## src/rtl/pwrloss_pkg.sv

```systemverilog
package pwrloss_pkg;
  typedef enum logic [1:0] {
    ST_WORK    = 2'b00,
    ST_SOFTOFF = 2'b01,
    ST_HIBER   = 2'b10
  } pwr_state_e;

  localparam int unsigned REG_W    = 8;
  localparam int unsigned FLAG_BIT = 1;
  localparam int unsigned SEL_BIT  = 0;
endpackage

```

## src/rtl/aon_rst_sync.sv

```systemverilog
module aon_rst_sync #(
  parameter int unsigned STAGES = 2
) (
  input  logic clk,
  input  logic rst_raw_n,
  output logic rst_sync_n
);
  logic [STAGES-1:0] chain_q;

  genvar g;
  generate
    for (g = 0; g < STAGES; g++) begin : g_stage
      always_ff @(posedge clk or negedge rst_raw_n) begin
        if (!rst_raw_n) chain_q[g] <= 1'b0;
        else if (g == 0) chain_q[g] <= 1'b1;
        else             chain_q[g] <= chain_q[(g == 0) ? 0 : g-1];
      end
    end
  endgenerate

  assign rst_sync_n = chain_q[STAGES-1];
endmodule

```

## src/rtl/pwrloss_sticky_bits.sv

```systemverilog
module pwrloss_sticky_bits
  import pwrloss_pkg::*;
#(
  parameter int unsigned DATA_W = REG_W
) (
  input  logic              clk,
  input  logic              rst_n,
  input  logic              supply_fail_i,
  input  logic              thermal_trip_i,
  input  logic              rstctl_wr_i,
  input  logic              reg_wr_i,
  input  logic [DATA_W-1:0] reg_wdata_i,
  output logic [DATA_W-1:0] reg_q_o
);
  localparam logic [DATA_W-1:0] W1C_MASK  = DATA_W'(1) << FLAG_BIT;
  localparam logic [DATA_W-1:0] RW_MASK   = DATA_W'(1) << SEL_BIT;
  localparam logic [DATA_W-1:0] IMPL_MASK = W1C_MASK | RW_MASK;

  logic [DATA_W-1:0] reg_q, reg_d, wr_merge;

  // Next-state: software write merge, then hardware overrides by priority.
  always_comb begin
    wr_merge = (reg_q & ~IMPL_MASK)
             | (reg_wdata_i & RW_MASK)
             | (reg_q & ~reg_wdata_i & W1C_MASK);
    reg_d = reg_wr_i ? wr_merge : reg_q;
    if (rstctl_wr_i)    reg_d[SEL_BIT]  = 1'b0;
    if (thermal_trip_i) reg_d[SEL_BIT]  = 1'b1;
    if (supply_fail_i)  reg_d[FLAG_BIT] = 1'b1;
    reg_d = reg_d & IMPL_MASK;
  end

  always_ff @(posedge clk or negedge rst_n) begin
    if (!rst_n) reg_q <= '0;
    else        reg_q <= reg_d;
  end

  assign reg_q_o = reg_q;
endmodule

```

## src/rtl/pwrloss_resume_dec.sv

```systemverilog
module pwrloss_resume_dec
  import pwrloss_pkg::*;
(
  input  logic       clk,
  input  logic       rst_n,
  input  logic       pwr_return_i,
  input  logic       sel_i,
  input  logic [1:0] last_state_i,
  output logic [1:0] target_o,
  output logic       target_vld_o
);
  pwr_state_e tgt_q, tgt_d, resolved;
  logic       vld_q;

  always_comb begin
    if (!sel_i)                    resolved = ST_WORK;
    else if (last_state_i == ST_HIBER) resolved = ST_HIBER;
    else                           resolved = ST_SOFTOFF;
    tgt_d = pwr_return_i ? resolved : tgt_q;
  end

  always_ff @(posedge clk or negedge rst_n) begin
    if (!rst_n) begin
      tgt_q <= ST_WORK;
      vld_q <= 1'b0;
    end else begin
      tgt_q <= tgt_d;
      vld_q <= pwr_return_i;
    end
  end

  assign target_o     = tgt_q;
  assign target_vld_o = vld_q;
endmodule

```

## src/rtl/pwrloss_resume_ctrl.sv

```systemverilog
module pwrloss_resume_ctrl
  import pwrloss_pkg::*;
#(
  parameter int unsigned SYNC_STAGES = 2
) (
  input  logic             clk_aon,
  input  logic             rst_aon_n,
  input  logic             supply_fail_i,
  input  logic             thermal_trip_i,
  input  logic             rstctl_wr_i,
  input  logic             reg_wr_i,
  input  logic [REG_W-1:0] reg_wdata_i,
  output logic [REG_W-1:0] reg_rdata_o,
  input  logic [1:0]       last_state_i,
  input  logic             pwr_return_i,
  output logic [1:0]       target_o,
  output logic             target_vld_o
);
  logic             rst_n_sync;
  logic [REG_W-1:0] reg_q;

  aon_rst_sync #(.STAGES(SYNC_STAGES)) u_rst_sync (
    .clk        (clk_aon),
    .rst_raw_n  (rst_aon_n),
    .rst_sync_n (rst_n_sync)
  );

  pwrloss_sticky_bits #(.DATA_W(REG_W)) u_bits (
    .clk            (clk_aon),
    .rst_n          (rst_n_sync),
    .supply_fail_i  (supply_fail_i),
    .thermal_trip_i (thermal_trip_i),
    .rstctl_wr_i    (rstctl_wr_i),
    .reg_wr_i       (reg_wr_i),
    .reg_wdata_i    (reg_wdata_i),
    .reg_q_o        (reg_q)
  );

  pwrloss_resume_dec u_dec (
    .clk          (clk_aon),
    .rst_n        (rst_n_sync),
    .pwr_return_i (pwr_return_i),
    .sel_i        (reg_q[SEL_BIT]),
    .last_state_i (last_state_i),
    .target_o     (target_o),
    .target_vld_o (target_vld_o)
  );

  assign reg_rdata_o = reg_q;
endmodule

```

## config.mk

```make
export PLATFORM = sky130hd
export DESIGN_NAME = pwrloss_resume_ctrl
export DESIGN_NICKNAME = d
export VERILOG_FILES = /design/src/rtl/pwrloss_pkg.sv /design/src/rtl/aon_rst_sync.sv /design/src/rtl/pwrloss_sticky_bits.sv /design/src/rtl/pwrloss_resume_dec.sv /design/src/rtl/pwrloss_resume_ctrl.sv
export SDC_FILE = /design/constraint.sdc
export NUM_CORES = 1
export LEC_CHECK = 0
export ABC_AREA = 1
export BUFFER_PORTS_ARGS = -buffer_cell sky130_fd_sc_hd__buf_2
export CAP_MARGIN = 20
export CORE_AREA = 2 2 39 41
export CTS_BUF_LIST = sky130_fd_sc_hd__clkbuf_4 sky130_fd_sc_hd__clkbuf_8
export CTS_CLUSTER_SIZE = 8
export DETAILED_ROUTE_END_ITERATION = 6
export DIE_AREA = 0 0 41 43
export HOLD_SLACK_MARGIN = 0.15
export PLACE_DENSITY = 0.61
export RECOVER_POWER = 25
export SLEW_MARGIN = 10
export SYNTH_ARGS = -nofsm -noshare
export SYNTH_HDL_FRONTEND = slang
export SYNTH_SLANG_ARGS = --single-unit
```

## constraint.sdc

```tcl
create_clock -name clk_aon -period 1.6 [get_ports clk_aon]
set_clock_uncertainty 0.05 [all_clocks]
set_input_delay 0.08 -clock clk_aon [delete_from_list [all_inputs] [get_ports clk_aon]]
set_output_delay 0.08 -clock clk_aon [all_outputs]
set_load 0.02 [all_outputs]
```

==> impl_metrics.toml <==
[routing]
wirelength_um = 523
drt_first_pass_iters = 1
dr.first_iter.drc_count = 0
drc = 0
num_vias = 288
wl_per_cell_um = 6.62
antenna_left = 0
vias_per_cell = 3.65

[cells_and_area]
drive_above_1_share_pct = 28.6
syn_to_final_growth_pct = 59.8
num-nets-final = 81
antenna_cells = 0
final_cell_area_sq_um = 508

[power_and_ir_drop]
power.leakage_nw = 0.286
irDropWorstVdd_v = 0.000427
power.density_nw_per_um2 = 895

[timing]
fin_tns_setup_ps = 0
worst_slack_ps = 273
rsz0062_at_grt = "false"
period_needed_ps = 1330
finalHoldViolCount = 0
max_freq_mhz = 753
setup_viol = 0
timing.final.crit_share_pct = 83.0
maxSlewViolCount = 0

[yosys]
synth.ff_latch_count = 7
synthCells = 36
syn_area_per_cell_sq_um = 8.83
synth_area_sq_um = 318
ys.warnings.count = 0
ys_seq_area_share_pct = 55.1
synth_cell_types = 8

[global_routing]
grt.overflow.total = 0
grt_util_all_layers_pct = 7.89
grt_pass1_vias = 240
grt_start_max_net_pins = 6
antenna_found_initial = 0
grt_pass1_wl_um = 883

[critical_path]
path_buf_inv = 3
max_stage_delay_ps = 570
cp-start-kind = "primary input"
path_cells = "dlygate4sd3_1, buf_2, nand2_1, dlygate4sd3_1, nand3_1, nand2_1"
cp_max_fo = 2
criticalPathCategory = "primary input to register"
worst_ep_arrival_time_ps = 1470
slowest_stage = "dlygate4sd3_1"
cp.required_ps = 1740
crit_family = "buffers and inverters"
end_kind = "register"

[place]
routabilityCongestion = 0.649
port_buffers = 15
pre_cts_ws_ps = 835
hpwl_um = 401
placed_cell_area_sq_um = 379

[clocking]
cts_inserted_buffers = 3
cts_tree = "done"
htree_levels = 1
numClockSinks = 7
post_cts_buffers = 0
clockRootBuffer = "clkbuf_4"
clk_pin_slew_worst_paths_ps = 50
clock_path_buffers = 2
clock_latency_ps = 250

[floorplan]
die_area_sq_um = 1760
io_pins = 28
fp.coreArea_sq_um = 1380
die_y_um = 43
die_x_um = 41
initial_utilization_pct = 23.0
std_cell_rows = 14

[worst_hold_path]
min_path_type = "register to register"

[status]
status = "completed"

[job]
cap_violations = 0
## cells in the final DEF (no fill, tap or decap)
cell	instances
conb_1	7
buf_2	14
dlygate4sd3_1	10
nand3_1	2
dfrtp_1	7
clkbuf_1	1
o21ai_1	1
a21o_1	1
inv_1	7
clkbuf_4	4
nand2_1	9
## layer usage
| layer | routed length [um] | global-route usage (%) |
|---|---|---|
| met5 | 0 | 0 |
| met4 | 0 | 2.00 |
| met3 | 77 | 7.85 |
| met2 | 255 | 11.6 |
| met1 | 190 | 7.59 |
## cell type report
| cell class | instances | area (sq um) |
|---|---|---|
| fillers | 164 | 876 |
| clock buffers | 4 | 30.0 |
| inverters | 7 | 26.3 |
| repair buffers | 25 | 174 |
| flip-flops and latches | 7 | 175 |
| well taps | 16 | 20.0 |
| multi-input cells | 20 | 82.6 |
## synthesized netlist by cell type
cell | instances | share of area (%)
o21ai_1 | 1 | 1.6
a21o_1 | 1 | 2.4
dfrtp_1 | 7 | 55
nand3_1 | 2 | 3.1
inv_1 | 7 | 8.3
conb_1 | 2 | 2.4
buf_4 | 7 | 17
nand2_1 | 9 | 11
## sequential cells by signal, indices dropped and copies added, names as in the netlist
| name | flops |
|---|---|
| u_bits.reg_q_o | 2 |
| u_dec.target_o | 2 |
| u_dec.target_vld_o | 1 |
| u_rst_sync.chain_q | 1 |
| u_rst_sync.rst_sync_n | 1 |
## worst reg2reg max path: cells and delay by family, from the launching register on
kind / cells / cell delay (ps)
flops: 1 / 400
simple gates: 3 / 130
buf+inv: 2 / 600
## what timing repair did
action,4_1_cts,5_1_grt
endpoints found under the hold margin,12,0
endpoints found under the setup margin,0,0
hold buffers,10,0
resized for setup,0,0
## kinds of logic (layout without fill, tap and decap cells)
group	Yosys count	after routing	synth area share (%)
buffers and inverters	14	36	24.8
and+or+nand+nor	11	11	13.8
DFF	7	7	55.1
other	2	7	2.36
AOI/OAI and AO/OA	2	2	3.94
## metrics by stage
step	cells	power (mW)	hold WS, ps	utilization [%]
2_1_floorplan	41	0.251	-266	-
3_3_place_gp	65	0.262	-184	27.4
3_5_place_dp	65	0.263	-184	27.4
4_1_cts	79	0.464	301	36.8
5_1_grt	79	0.487	310	36.7
6_report	79	0.454	303	36.7
## worst paths after layout
path | cells after the start | from | endpoint | slack, ps
worst max-delay path | 6 | last_state_i[1] | u_dec.target_o[0] | 270
max in group asynchronous | 1 | u_rst_sync.rst_sync_n | u_bits.reg_q_o[1] | 740
worst min register to register | 0 | u_rst_sync.chain_q[0] | u_rst_sync.rst_sync_n | 300
worst min-delay path | 0 | u_rst_sync.chain_q[0] | u_rst_sync.rst_sync_n | 300
min in group asynchronous | 1 | u_rst_sync.rst_sync_n | u_dec.target_o[0] | 570
worst max register to register | 5 | u_bits.reg_q_o[0] | u_bits.reg_q_o[0] | 290
## where the power goes
group | internal [mW] | switching (mW) | leakage, nW
clock | 0.112 | 0.0640 | 0.0184
sequential | 0.189 | 0.00530 | 0.0813
combinational | 0.0384 | 0.0455 | 0.186
Power figures use the tool's default switching activity.
